<file path="config.mk">
export PLATFORM = sky130hd
export DESIGN_NAME = irq_gather_ctrl
export DESIGN_NICKNAME = d
export VERILOG_FILES = /design/src/rtl/irqc_pkg.sv /design/src/rtl/irqc_decode.sv /design/src/rtl/irqc_mask.sv /design/src/rtl/irqc_status.sv /design/src/rtl/irqc_readback.sv /design/src/rtl/irq_gather_ctrl.sv
export SDC_FILE = /design/constraint.sdc
export NUM_CORES = 1
export LEC_CHECK = 0
export ABC_AREA = 1
export BUFFER_PORTS_ARGS = -buffer_cell sky130_fd_sc_hd__buf_2
export CORE_MARGIN = 2
export CORE_UTILIZATION = 45
export CTS_BUF_LIST = sky130_fd_sc_hd__clkbuf_8 sky130_fd_sc_hd__clkbuf_16
export CTS_CLUSTER_DIAMETER = 50
export CTS_CLUSTER_SIZE = 25
export DETAILED_ROUTE_END_ITERATION = 16
export PLACE_DENSITY = 0.87
export SLEW_MARGIN = 20
export SYNTH_ARGS = -nofsm -noshare
export SYNTH_HDL_FRONTEND = slang
export SYNTH_SLANG_ARGS = --single-unit
</file>
<file path="constraint.sdc">
create_clock -name clk -period 1.1 [get_ports clk]
set_input_delay 0 -clock clk [delete_from_list [all_inputs] [get_ports clk]]
set_output_delay 0 -clock clk [all_outputs]
set_load 0.1 [all_outputs]
</file>
<file path="src/rtl/irqc_pkg.sv">
package irqc_pkg;

  localparam int unsigned IRQ_SOURCES = 11;

  typedef enum logic [3:0] {
    SRC_VBLANK   = 4'd0,
    SRC_GFX      = 4'd1,
    SRC_DISC     = 4'd2,
    SRC_DMA      = 4'd3,
    SRC_TMR0     = 4'd4,
    SRC_TMR1     = 4'd5,
    SRC_TMR2     = 4'd6,
    SRC_PAD_BYTE = 4'd7,
    SRC_SERIAL   = 4'd8,
    SRC_AUDIO    = 4'd9,
    SRC_LPEN_PIO = 4'd10
  } irq_src_e;

  typedef enum logic [1:0] {
    RSEL_STATUS = 2'd0,
    RSEL_MASK   = 2'd1,
    RSEL_NONE   = 2'd2
  } rsel_e;

endpackage

</file>
<file path="src/rtl/irqc_decode.sv">
module irqc_decode #(
  parameter int unsigned DATA_W  = 32,
  parameter int unsigned OFS_W   = 3,
  parameter int unsigned NUM_SRC = 11
) (
  input  logic                wr_en,
  input  logic [OFS_W-1:0]    ofs,
  input  logic [DATA_W-1:0]   wr_data,
  output logic [NUM_SRC-1:0]  ack_vec,
  output logic                mask_we,
  output logic [NUM_SRC-1:0]  mask_val,
  output irqc_pkg::rsel_e     rsel
);
  import irqc_pkg::*;

  localparam int unsigned WORD_W = OFS_W - 2;

  logic [WORD_W-1:0] word_idx;
  logic [DATA_W-1:0] aligned;

  assign word_idx = ofs[OFS_W-1:2];
  // Lane alignment: byte offset times eight, upper bits fall off.
  assign aligned  = wr_data << {ofs[1:0], 3'b000};

  always_comb begin
    if (word_idx == WORD_W'(0))      rsel = RSEL_STATUS;
    else if (word_idx == WORD_W'(1)) rsel = RSEL_MASK;
    else                             rsel = RSEL_NONE;
  end

  assign ack_vec  = (wr_en && rsel == RSEL_STATUS) ? aligned[NUM_SRC-1:0] : '0;
  assign mask_we  = wr_en && (rsel == RSEL_MASK);
  assign mask_val = aligned[NUM_SRC-1:0];

endmodule

</file>
<file path="src/rtl/irqc_mask.sv">
module irqc_mask #(
  parameter int unsigned NUM_SRC = 11
) (
  input  logic               clk,
  input  logic               rst,
  input  logic               we,
  input  logic [NUM_SRC-1:0] val,
  output logic [NUM_SRC-1:0] mask_q
);
  always_ff @(posedge clk) begin
    if (rst)     mask_q <= '1;
    else if (we) mask_q <= val;
  end
endmodule

</file>
<file path="src/rtl/irqc_status.sv">
module irqc_status #(
  parameter int unsigned NUM_SRC = 11
) (
  input  logic               clk,
  input  logic               rst,
  input  logic [NUM_SRC-1:0] req,
  input  logic [NUM_SRC-1:0] mask,
  input  logic [NUM_SRC-1:0] ack,
  output logic [NUM_SRC-1:0] status_q,
  output logic               irq_q
);
  logic [NUM_SRC-1:0] status_d;

  for (genvar i = 0; i < NUM_SRC; i++) begin : g_bit
    // A captured pulse overrides a same-cycle clear.
    assign status_d[i] = (req[i] & mask[i]) | (status_q[i] & ~ack[i]);

    always_ff @(posedge clk) begin
      if (rst) status_q[i] <= 1'b0;
      else     status_q[i] <= status_d[i];
    end
  end

  always_ff @(posedge clk) begin
    if (rst) irq_q <= 1'b0;
    else     irq_q <= |status_d;
  end
endmodule

</file>
<file path="src/rtl/irqc_readback.sv">
module irqc_readback #(
  parameter int unsigned DATA_W  = 32,
  parameter int unsigned NUM_SRC = 11
) (
  input  logic               clk,
  input  logic               rst,
  input  logic               rd_en,
  input  irqc_pkg::rsel_e    rsel,
  input  logic [NUM_SRC-1:0] status,
  input  logic [NUM_SRC-1:0] mask,
  output logic [DATA_W-1:0]  rd_data
);
  import irqc_pkg::*;

  localparam int unsigned PAD_W = DATA_W - NUM_SRC;

  logic [DATA_W-1:0] status_word, mask_word, rd_mux;

  if (PAD_W > 0) begin : g_pad
    assign status_word = {{PAD_W{1'b0}}, status};
    assign mask_word   = {{PAD_W{1'b0}}, mask};
  end else begin : g_nopad
    assign status_word = status;
    assign mask_word   = mask;
  end

  always_comb begin
    case (rsel)
      RSEL_STATUS: rd_mux = status_word;
      RSEL_MASK:   rd_mux = mask_word;
      default:     rd_mux = '1;
    endcase
  end

  always_ff @(posedge clk) begin
    if (rst)        rd_data <= '0;
    else if (rd_en) rd_data <= rd_mux;
  end
endmodule

</file>
<file path="src/rtl/irq_gather_ctrl.sv">
module irq_gather_ctrl #(
  parameter int unsigned NUM_SRC   = irqc_pkg::IRQ_SOURCES,
  parameter int unsigned DATA_W    = 32,
  parameter int unsigned WIN_BYTES = 8,
  localparam int unsigned OFS_W    = $clog2(WIN_BYTES)
) (
  input  logic               clk,
  input  logic               rst,
  input  logic [NUM_SRC-1:0] req_pulse,
  input  logic               wr_en,
  input  logic               rd_en,
  input  logic [OFS_W-1:0]   ofs,
  input  logic [DATA_W-1:0]  wr_data,
  output logic [DATA_W-1:0]  rd_data,
  output logic               irq_out
);
  import irqc_pkg::*;

  logic [NUM_SRC-1:0] ack_vec, mask_val, mask_q, status_q;
  logic               mask_we;
  rsel_e              rsel;

  irqc_decode #(.DATA_W(DATA_W), .OFS_W(OFS_W), .NUM_SRC(NUM_SRC)) u_decode (
    .wr_en(wr_en), .ofs(ofs), .wr_data(wr_data),
    .ack_vec(ack_vec), .mask_we(mask_we), .mask_val(mask_val), .rsel(rsel)
  );

  irqc_mask #(.NUM_SRC(NUM_SRC)) u_mask (
    .clk(clk), .rst(rst), .we(mask_we), .val(mask_val), .mask_q(mask_q)
  );

  irqc_status #(.NUM_SRC(NUM_SRC)) u_status (
    .clk(clk), .rst(rst), .req(req_pulse), .mask(mask_q), .ack(ack_vec),
    .status_q(status_q), .irq_q(irq_out)
  );

  irqc_readback #(.DATA_W(DATA_W), .NUM_SRC(NUM_SRC)) u_readback (
    .clk(clk), .rst(rst), .rd_en(rd_en), .rsel(rsel),
    .status(status_q), .mask(mask_q), .rd_data(rd_data)
  );

endmodule

</file>
* Word level (Yosys, flattened, before mapping)
Cells that the tools add are included.
** Word-level totals
- Register bits :: 55
- Bits of input ports :: 50
- Logic and storage cells :: 67
** Cells by class
- Eq/ne operators :: 1
- Shift-type cells :: 1
- Muxes and demuxes :: 3
- Bitwise gates (word level) :: 44
- Reductions and logical operators :: 4
** Operators by type and width (count)
- case mux 32 bit (2 select lines) :: 1
- << shifter 32 x 5 -> 11 bit :: 1
- AND 1 bit :: 22
- 2-to-1 mux 11 bit :: 1
- NOT 1 bit :: 11
- bitwise OR 1 bit :: 11
- OR reduction 11 bit :: 1
- logical AND 1 bit :: 2
- logical NOT 2 bit :: 1
- == test 1 bit, second input constant :: 1
- 2-to-1 mux 1 bit :: 1

* Depth between registers and ports, before layout
Gate-level depths: netlist of the first run.
- Depth in word-level cells :: 8
- Gate-level depth with buffers :: 10
- Mapped depth without buffers :: 10

* By module
A second synthesis of the first run with hierarchy kept.
** Unflattened totals
- Cells, all modules :: 296
- Area, all modules :: 2052.0 um^2
** By module, submodules not included
- irqc_readback :: times used 1, cells an instance 120, area each 883.3 um^2, sequential area each 240.2 um^2
- irqc_status :: times used 1, cells an instance 73, area each 501.7 um^2, sequential area each 240.2 um^2
- irqc_mask :: times used 1, cells an instance 49, area each 389.1 um^2, sequential area each 220.2 um^2
- irqc_decode :: times used 1, cells an instance 54, area each 277.8 um^2, sequential area each 0.0 um^2

* Worst setup path before layout of the first run
OpenSTA, ideal clock, no wires.
- Kind :: flip-flop to flip-flop
- Start :: reg, netlist name u_readback.rd_data[3]
- End :: reg u_readback.rd_data[3]
- Setup time :: 61 ps
- Arrival :: 1184 ps
- Data required time :: 1039 ps
- Slack :: -144 ps
- Stages on the path, launching flop included :: 3
- Buffers on the path :: 0
- Clock period less this slack :: 1244 ps
- Cell sequence :: dfxtp_1 > o211ai_1 > inv_1
** RTL lines
- to (signal assigned) :: RTL line irqc_readback.sv:37 : else if (rd_en) rd_data <= rd_mux;
- to (decl) :: RTL line irqc_readback.sv:11 : output logic [DATA_W-1:0] rd_data

* Final worst setup path of the first run
- Start :: reg u_status.irq_q
- End :: out irq_out
** RTL lines
- from (decl) :: RTL line irqc_status.sv:10 : output logic irq_q
- from (signal assigned) :: RTL line irqc_status.sv:26 : else irq_q <= |status_d;
- to (decl) :: RTL line irq_gather_ctrl.sv:15 : output logic irq_out
No word-level cell between the ends.

==> impl_metrics.csv, run 1 <==
group,metric,value,unit
pwr,p_leak,1.10,nW
synthesis,yosysTopAreaCell,"dfxtp_1",
synthesis,synth.area.top_cells,"dfxtp_1, nand2_1, nand3_1, buf_4, a21oi_1",
clocking,clkLatencyLatePin,300,ps
layout,synthToLayoutAreaGrowth,27.6,%
clocking,cts_tree,"done",
clocking,cts_setup_buffers,0,
clocking,root_buffer,"clkbuf_8",
worst_setup_path,critPathKind,"reg2out",
sta,clock_skew,5.61,ps
worst_setup_path,crit_family,"buffers and inverters",
job,cap_violations,0,
synthesis,synth_seq_area_share,0.406,
detailed_routing,drt_first_pass_iters,4,
floorplanning,die_y,65.1,um
synthesis,synth-seq-cells,34,
worst_setup_path,arrival,1050,ps
sta,rsz0062_at_grt,"false",
worst_setup_path,cp-start-kind,"flop",
clocking,clk_path_buf_depth,2,
detailed_routing,num_vias,1667,
layout,utilization,0.589,
detailed_routing,drtIter0Drc,96,
synthesis,synth_top_area_share,0.406,
placed_design,hpwl,2.94,mm
layout,finalInstanceArea,2140,um^2
layout,drive_gt1_frac,0.260,
pwr,clockPowerShare,0.321,
global_routing,grt_pass1_wl,6.98,mm
synthesis,syn_inst,236,
detailed_routing,post-route-drc-count,0,
pwr,seqPwrFrac,0.391,
sta,finalSetupViolCount,0,
clocking,cts_buffers,5,
sta,period_share,0.957,
sta,fmax,950,MHz
layout,num_antenna_cells,0,
layout,stdcell_count,344,
placed_design,routabilityCongestion,0.899,
detailed_routing,routed_wl,4.17,mm
sta,hold_viol,0,
pwr,p_sw_frac,0.375,
synthesis,syn_avg_cell_area,7.11,um^2
floorplanning,start_util,0.462,
clocking,htreeDepth,2,
global_routing,grt_overflow,0,
floorplanning,dieArea,4230,um^2
worst_setup_path,worstSetupEndpointType,"output pin",
worst_hold_path,hold_class,"in2reg",
pwr,power.internal,0.00222,W
pwr,ir_drop,768,uV
run_status,status,"finished clean",
global_routing,grt_max_degree,24,
global_routing,antenna_found_initial,0,
synthesis,synth.distinct_cells,20,
pwr,power_frac_comb,0.288,
pwr,power_density,1660,nW/um^2
worst_setup_path,path_cells,"buf_2",
floorplanning,io_pins,83,
global_routing,grt_pass1_vias,1539,
clocking,clk_pin_slew,70,ps
pwr,total_power,0.00355,W
synthesis,yosysWarnings,0,
sta,period_minus_slack,1050,ps
detailed_routing,viasPerCell,4.85,
placed_design,port_buffers,40,
sta,fin_ws,46.9,ps
worst_setup_path,crit_buf_inv,1,
clocking,clock-sinks,34,
placed_design,dpl.cell_count,324,
synthesis,synth.cell_area,1680,um^2
floorplanning,row_count,22,
floorplanning,die_w,65.1,um
placed_design,pre_cts_slack,-78.0,ps
global_routing,track_usage,0.217,
placed_design,dpl_cell_area,1910,um^2
worst_setup_path,worstPathRequired,1100,ps
layout,finalNetCount,345,
floorplanning,coreArea,3630,um^2
worst_setup_path,slowest_stage,"buf_2",
worst_setup_path,cp_max_fo,1,
pwr,p_sw,0.00133,W
detailed_routing,routedWlPerCell,12.1,um
layout,n_fill_cell,365,
worst_setup_path,slowest_delay,430,ps
sta,final-max-slew-violation-count,0,
detailed_routing,final_antenna_net_count,0,
[cell usage after synthesis (all sizes together)]
library cell,instances
a21boi,1
a21oi,21
buf,24
clkbuf,7
clkinv,1
conb,1
dfxtp,34
inv,18
nand2,72
nand3,34
nand4,1
nor2,10
o211ai,11
o21ai,1
[layout make-up]
cell class	count	area, um^2	share of cell area
flip-flops and latches	34	694	0.324
repair buffers	63	415	0.194
well taps	48	60.1	0.0281
clock buffers	5	68.8	0.0321
clock inverters	3	40.0	0.0187
multi-input cells	172	791	0.369
inverters	19	71.3	0.0333
[layout by cell type, fill, tap and decap left out, types with 2 or more instances in the layout]
cell           Yosys  layout
o211ai_1          11      11
conb_1             1      21
buf_4             21      10
inv_1             18      18
buf_2              0      40
nand2_1           69      69
nor2_1             8       8
nand3_1           32      32
dfxtp_2            0      11
a21oi_1           21      21
clkinv_2           0       2
clkbuf_8           0       5
dfxtp_1           34      23
nand2_2            3       3
dlygate4sd3_1      0      12
nand3_2            2       2
[cells by family after synthesis]
logic type / Yosys count / synth area share
other: 1 / 0.00223
buffers and inverters: 50 / 0.168
flip-flops: 34 / 0.406
AND/OR/NAND/NOR: 117 / 0.305
AO/OA/AOI/OAI: 34 / 0.119
[metrics by stage]
step                hold slack [ps]  setup TNS [ps]
CTS                            1.76               0
global route                   13.1               0
finish                         2.15               0
floorplan                      95.8               0
global placement                253           -44.1
detailed placement              259           -78.0
[registers in the layout, summed over array words and instances, names as in the netlist]
name and cells:
u_status.irq_q 1, u_status.status_q 11, u_mask.mask_q 11, u_readback.rd_data 11
[final timing paths]
kind,from,end,slack [ps],cells past startpoint
setup / recovery,u_status.irq_q$_SDFF_PP0_,irq_out,50,1
hold / removal,req_pulse[3],u_status.status_q[3]$_SDFF_PP0_,2,3
setup reg to reg,u_mask.mask_q[8]$_SDFFE_PP1P_,u_status.irq_q$_SDFF_PP0_,130,5
hold reg to reg,u_readback.rd_data[9]$_SDFFE_PP0P_,u_readback.rd_data[9]$_SDFFE_PP0P_,470,2
[routing by layer]
| layer | wire length [um] | GRT usage |
|---|---|---|
| met4 | 120 | 0.107 |
| met2 | 2060 | 0.378 |
| met3 | 267 | 0.0399 |
| met5 | 0 | 0 |
| met1 | 1720 | 0.253 |
[what timing repair did]
action                     CTS  global route
hold endpoints to repair    12             0
hold buffers                12             0
setup endpoints to repair    0             1
resized for setup            0             1
[power groups by stage]
stage / sequential, W / combinational, W / clock [W]
4_1_cts: 0.00139 / 0.00102 / 0.00116
3_5_place_dp: 0.00142 / 0.000987 / 0
6_report: 0.00139 / 0.00102 / 0.00114
3_3_place_gp: 0.00141 / 0.000978 / 0
5_1_grt: 0.00140 / 0.00109 / 0.00121
2_1_floorplan: 0.00165 / 0.000620 / 0
Power figures use the tool's default switching activity.
==> run 2, diff against run 1 <==
Settings changed: CELL_PAD_IN_SITES_DETAIL_PLACEMENT set to 2, CELL_PAD_IN_SITES_GLOBAL_PLACEMENT set to 2, CORE_UTILIZATION 45 to 23.
==> impl_metrics.csv, run 2 (synthesis gave the netlist of run 1 again) <==
group,metric,value,unit
pwr,p_leak,1.12,nW
clocking,cts_tree,"done",
global_routing,grt_util_met2,0.288,
floorplanning,start_util,0.234,
detailed_routing,final_antenna_net_count,0,
detailed_routing,routedWlPerCell,14.7,um
worst_setup_path,cp_max_fo,1,
worst_setup_path,slowest_stage,"buf_2",
worst_setup_path,cp-start-kind,"flop",
sta,fin_ws,34.9,ps
floorplanning,io_pins,83,
sta,finalSetupViolCount,0,
layout,layout_commonest_cell,"nand2_1",
pwr,seqPwrFrac,0.402,
clocking,clk_path_buf_depth,2,
layout,finalNetCount,349,
worst_setup_path,path_cells,"buf_2",
worst_setup_path,worstPathRequired,1100,ps
sta,period_minus_slack,1070,ps
global_routing,antenna_found_initial,0,
pwr,power.internal,0.00208,W
pwr,p_sw,0.00140,W
layout,synthToLayoutAreaGrowth,34.5,%
sta,clock_skew,3.59,ps
pwr,clockPowerShare,0.283,
layout,top_regs,"u_mask.mask_q: 11 flops, u_readback.rd_data: 11 flops, u_status.status_q: 11 flops",
sta,period_share,0.968,
job,cap_violations,0,
worst_setup_path,arrival,1070,ps
worst_hold_path,hold_class,"in2reg",
global_routing,grt_pass1_wl,9.49,mm
pwr,ir_drop,581,uV
layout,drive_gt1_frac,0.293,
detailed_routing,num_vias,1706,
detailed_routing,routed_wl,5.88,mm
placed_design,port_buffers,40,
clocking,clk_pin_slew,70,ps
global_routing,grt_max_degree,24,
clocking,clock-sinks,34,
clocking,cts_buffers,5,
placed_design,pre_cts_slack,-121,ps
floorplanning,row_count,31,
layout,final_cell_mix,"nand2_1, buf_2, nand3_1",
pwr,power_density,1540,nW/um^2
layout,n_fill_cell,883,
worst_setup_path,crit_buf_inv,1,
sta,hold_slack,0.411,ps
floorplanning,coreArea,7180,um^2
placed_design,routabilityCongestion,0.797,
run_status,status,"finished clean",
global_routing,grt_util_met3,0.0369,
global_routing,top_usage_layer,"met2",
floorplanning,dieArea,7990,um^2
detailed_routing,drt_first_pass_iters,4,
global_routing,track_usage,0.160,
placed_design,hpwl,4.26,mm
worst_setup_path,critPathKind,"reg2out",
global_routing,grt_overflow,0,
clocking,htreeDepth,2,
sta,hold_viol,0,
detailed_routing,viasPerCell,4.28,
floorplanning,die_w,89.4,um
pwr,p_sw_frac,0.402,
pwr,power_frac_comb,0.316,
clocking,clkLatencyLatePin,300,ps
global_routing,grt_pass1_vias,1921,
sta,fmax,939,MHz
detailed_routing,drtIter0Drc,41,
detailed_routing,post-route-drc-count,0,
sta,final-max-slew-violation-count,0,
layout,num_antenna_cells,0,
worst_setup_path,crit_family,"buffers and inverters",
floorplanning,die_y,89.4,um
worst_setup_path,worstSetupEndpointType,"output pin",
worst_setup_path,slowest_delay,430,ps
global_routing,met1_usage,0.186,
clocking,root_buffer,"clkbuf_8",
## run 2: cell types whose count changed in the layout (fill, tap and decap cells not counted), moves of 2 or more
cell	before	now
buf_4	10	14
nor2_1	8	5
nor2_2	1	4
buf_12	1	3
dfxtp_1	23	21
dfxtp_2	11	13
nand2_1	69	67
nand2_2	3	5
## run 2: through the flow
stage,instances,utilization,instance area (um^2),setup TNS (ps),total power [W]
final,399,0.315,2260,0,0.00347
after global routing,399,0.315,2260,-27.4,0.00365
after CTS,399,0.312,2240,0,0.00350
after detailed placement,380,0.284,2040,-167,0.00247
after global placement,380,0.284,2040,-33.5,0.00244
after floorplan,256,-,1770,0,0.00227
## run 2: worst paths after layout
check                                                        start                            endpoint  slack [ps]  cells after the start
worst max-delay path                     u_status.irq_q$_SDFF_PP0_                             irq_out          30                      1
worst min register to register  u_readback.rd_data[0]$_SDFFE_PP0P_  u_readback.rd_data[0]$_SDFFE_PP0P_         470                      2
worst min-delay path                                  req_pulse[6]     u_status.status_q[6]$_SDFF_PP0_         0.4                      3
worst max register to register    u_status.status_q[10]$_SDFF_PP0_           u_status.irq_q$_SDFF_PP0_         100                      6
## run 2: layout make-up
cell class / instances / area, um^2 / area share
Multi-Input combinational cell: 172 / 803 / 0.356
Sequential cell: 34 / 697 / 0.309
Timing Repair Buffer: 67 / 470 / 0.208
Tap cell: 99 / 124 / 0.0549
Clock buffer: 6 / 82.6 / 0.0366
Inverter: 19 / 71.3 / 0.0316
Clock inverter: 2 / 8.76 / 0.00388
## run 2: power groups by stage
stage | registers (W) | clock network (W) | logic [W]
after floorplan | 0.00165 | 0 | 0.000620
after global placement | 0.00142 | 0 | 0.00102
after detailed placement | 0.00142 | 0 | 0.00105
after CTS | 0.00139 | 0.00102 | 0.00109
after global routing | 0.00141 | 0.00107 | 0.00117
final | 0.00140 | 0.000982 | 0.00110
## run 2: repair_timing
action | 4_1_cts | 5_1_grt
gates resized for setup | 0 | 8
hold buffers | 11 | 0
setup endpoints to repair | 0 | 1
hold endpoints to repair | 11 | 0
buffers inserted | 0 | 1
## run 2: per-layer routing
metal | up-vias | part of all wire
met1 | 816 | 0.43
li1 | 844 | -
met3 | 9 | 0.034
met4 | 0 | 0.014
met2 | 37 | 0.52
met5 | - | 0
==> run 3, diff against run 2 <==
==> constraint.sdc (replaced) <==
create_clock -name clk -period 1.1 [get_ports clk]
set_input_delay 0.22 -clock clk [delete_from_list [all_inputs] [get_ports clk]]
set_output_delay 0.22 -clock clk [all_outputs]
set_load 0.01 [all_outputs]
==> impl_metrics.csv, run 3 (synthesis gave the netlist of run 1 again) <==
group,metric,value,unit
worst_setup_path,worstPathRequired,1310,ps
sta,finalSetupViolCount,0,
sta,clock_skew,11.3,ps
worst_setup_path,critPathKind,"in2reg",
detailed_routing,viasPerCell,4.42,
detailed_routing,drtIter0Drc,61,
floorplanning,die_y,89.4,um
global_routing,grt_max_degree,24,
worst_setup_path,crit_buf_inv,2,
layout,drive_gt1_frac,0.347,
detailed_routing,drt_first_pass_iters,4,
placed_design,dpl.cell_count,386,
layout,top_regs,"u_mask.mask_q: 11 flops, u_readback.rd_data: 11 flops, u_status.status_q: 11 flops",
clocking,cts_buffers,5,
detailed_routing,num_vias,1765,
worst_setup_path,cp_max_fo,15,
worst_setup_path,slowest_stage,"buf_12",
global_routing,grt_overflow,0,
floorplanning,dieArea,7990,um^2
detailed_routing,post-route-drc-count,0,
floorplanning,coreArea,7180,um^2
placed_design,routabilityCongestion,0.756,
worst_setup_path,slowest_delay,160,ps
layout,num_antenna_cells,0,
placed_design,dpl_cell_area,2090,um^2
layout,utilization,0.328,
floorplanning,start_util,0.234,
layout,final_cell_mix,"nand2_1, buf_2, dfxtp_1, nand3_1",
worst_setup_path,arrival,1280,ps
placed_design,port_buffers,40,
clocking,cts_tree,"done",
layout,stdcell_count,399,
floorplanning,die_w,89.4,um
global_routing,grt_pass1_wl,9.02,mm
layout,n_fill_cell,858,
worst_setup_path,cp-start-kind,"input pin",
sta,period_share,0.976,
sta,hold_viol,0,
clocking,clkLatencyLatePin,310,ps
worst_setup_path,worstSetupEndpointType,"flop",
detailed_routing,final_antenna_net_count,0,
worst_hold_path,whs_path_depth,3,
clocking,htreeDepth,2,
sta,fmax,932,MHz
worst_setup_path,cp_common_cell,"nor2_1",
clocking,clock-sinks,34,
detailed_routing,routedWlPerCell,15.4,um
job,cap_violations,0,
floorplanning,io_pins,83,
worst_setup_path,path_cells,"buf_2 -> nor2_4 -> buf_12 -> nand3_2 -> nand2_1 -> nand2_1 -> nor2_1 -> nand3_1 -> nor2_1 -> nor2_1",
worst_setup_path,path_depth,10,
layout,finalInstanceArea,2350,um^2
clocking,clk_path_buf_depth,2,
placed_design,hpwl,4.25,mm
clocking,root_buffer,"clkbuf_8",
layout,finalNetCount,349,
global_routing,antenna_found_initial,0,
worst_setup_path,crit_family,"simple AND/OR/NAND/NOR gates",
sta,final-max-slew-violation-count,0,
layout,synthToLayoutAreaGrowth,40.3,%
floorplanning,row_count,31,
pwr,ir_drop,525,uV
worst_setup_path,r2r_cells,6,
detailed_routing,routed_wl,6.14,mm
clocking,clk_pin_slew,80,ps
global_routing,track_usage,0.148,
sta,period_minus_slack,1070,ps
global_routing,grt_pass1_vias,1846,
worst_hold_path,hold_class,"in2reg",
pwr,power_density,1280,nW/um^2
run_status,status,"finished clean",
layout,layout_commonest_cell,"nand2_1",
pwr,p_leak,1.14,nW
## run 3: cell count changes in the layout (fill, tap and decap cells not counted), sizes merged
cell         before  now
buf              56   66
inv              19   18
clkinv            2    3
clkinvlp          0    1
dlygate4sd3      11    0
## run 3: layout make-up
cell class | instances | area [um^2] | area share
multi-input cells | 172 | 900 | 0.382
flip-flops and latches | 34 | 681 | 0.289
repair buffers | 67 | 489 | 0.208
well taps | 99 | 124 | 0.0526
inverters | 19 | 71.3 | 0.0303
clock buffers | 5 | 68.8 | 0.0292
clock inverters | 3 | 21.3 | 0.00903
## run 3: repair_timing
item | 4_1_cts | 5_1_grt
gates cloned | 0 | 1
buffers inserted | 0 | 4
hold buffers | 0 | 0
resized for setup | 1 | 29
setup endpoints to repair | 1 | 1
pin swaps | 0 | 20
## run 3: through the flow
step / setup slack [ps] / TNS [ps] / hold WS (ps) / total power, W
global route: -11.8 / -11.8 / 176 / 0.00319
finish: 26.6 / 0 / 170 / 0.00303
CTS: 9.93 / 0 / 167 / 0.00297
floorplan: 4.48 / 0 / 316 / 0.00175
detailed placement: -303 / -2340 / 466 / 0.00199
global placement: -249 / -1270 / 457 / 0.00195
## run 3: metal layers
metal,GRT usage,vias to the layer above,share of wire
li1,-,847,-
met4,0.0434,0,0.014
met2,0.260,48,0.54
met1,0.180,863,0.41
met3,0.0360,7,0.043
met5,0,-,0
## run 3: final timing paths
check / start / endpoint / slack, ps
hold / removal: wr_data[4] / u_mask.mask_q[4]$_SDFFE_PP1P_ / 170
hold reg to reg: u_readback.rd_data[8]$_SDFFE_PP0P_ / u_readback.rd_data[8]$_SDFFE_PP0P_ / 480
setup / recovery: ofs[0] / u_status.irq_q$_SDFF_PP0_ / 30
setup reg to reg: u_mask.mask_q[7]$_SDFFE_PP1P_ / u_status.irq_q$_SDFF_PP0_ / 110
## run 3: worst register-to-register path: cells and delay by family, from the launching register on
family / cells / cell delay (ps)
flip-flops: 1 / 340
AND/OR/NAND/NOR: 6 / 550
## run 3: report_power, final
group / switching [W] / internal (W)
combinational: 0.000378 / 0.000278
clock: 0.000533 / 0.000445
sequential: 0.0000640 / 0.00133
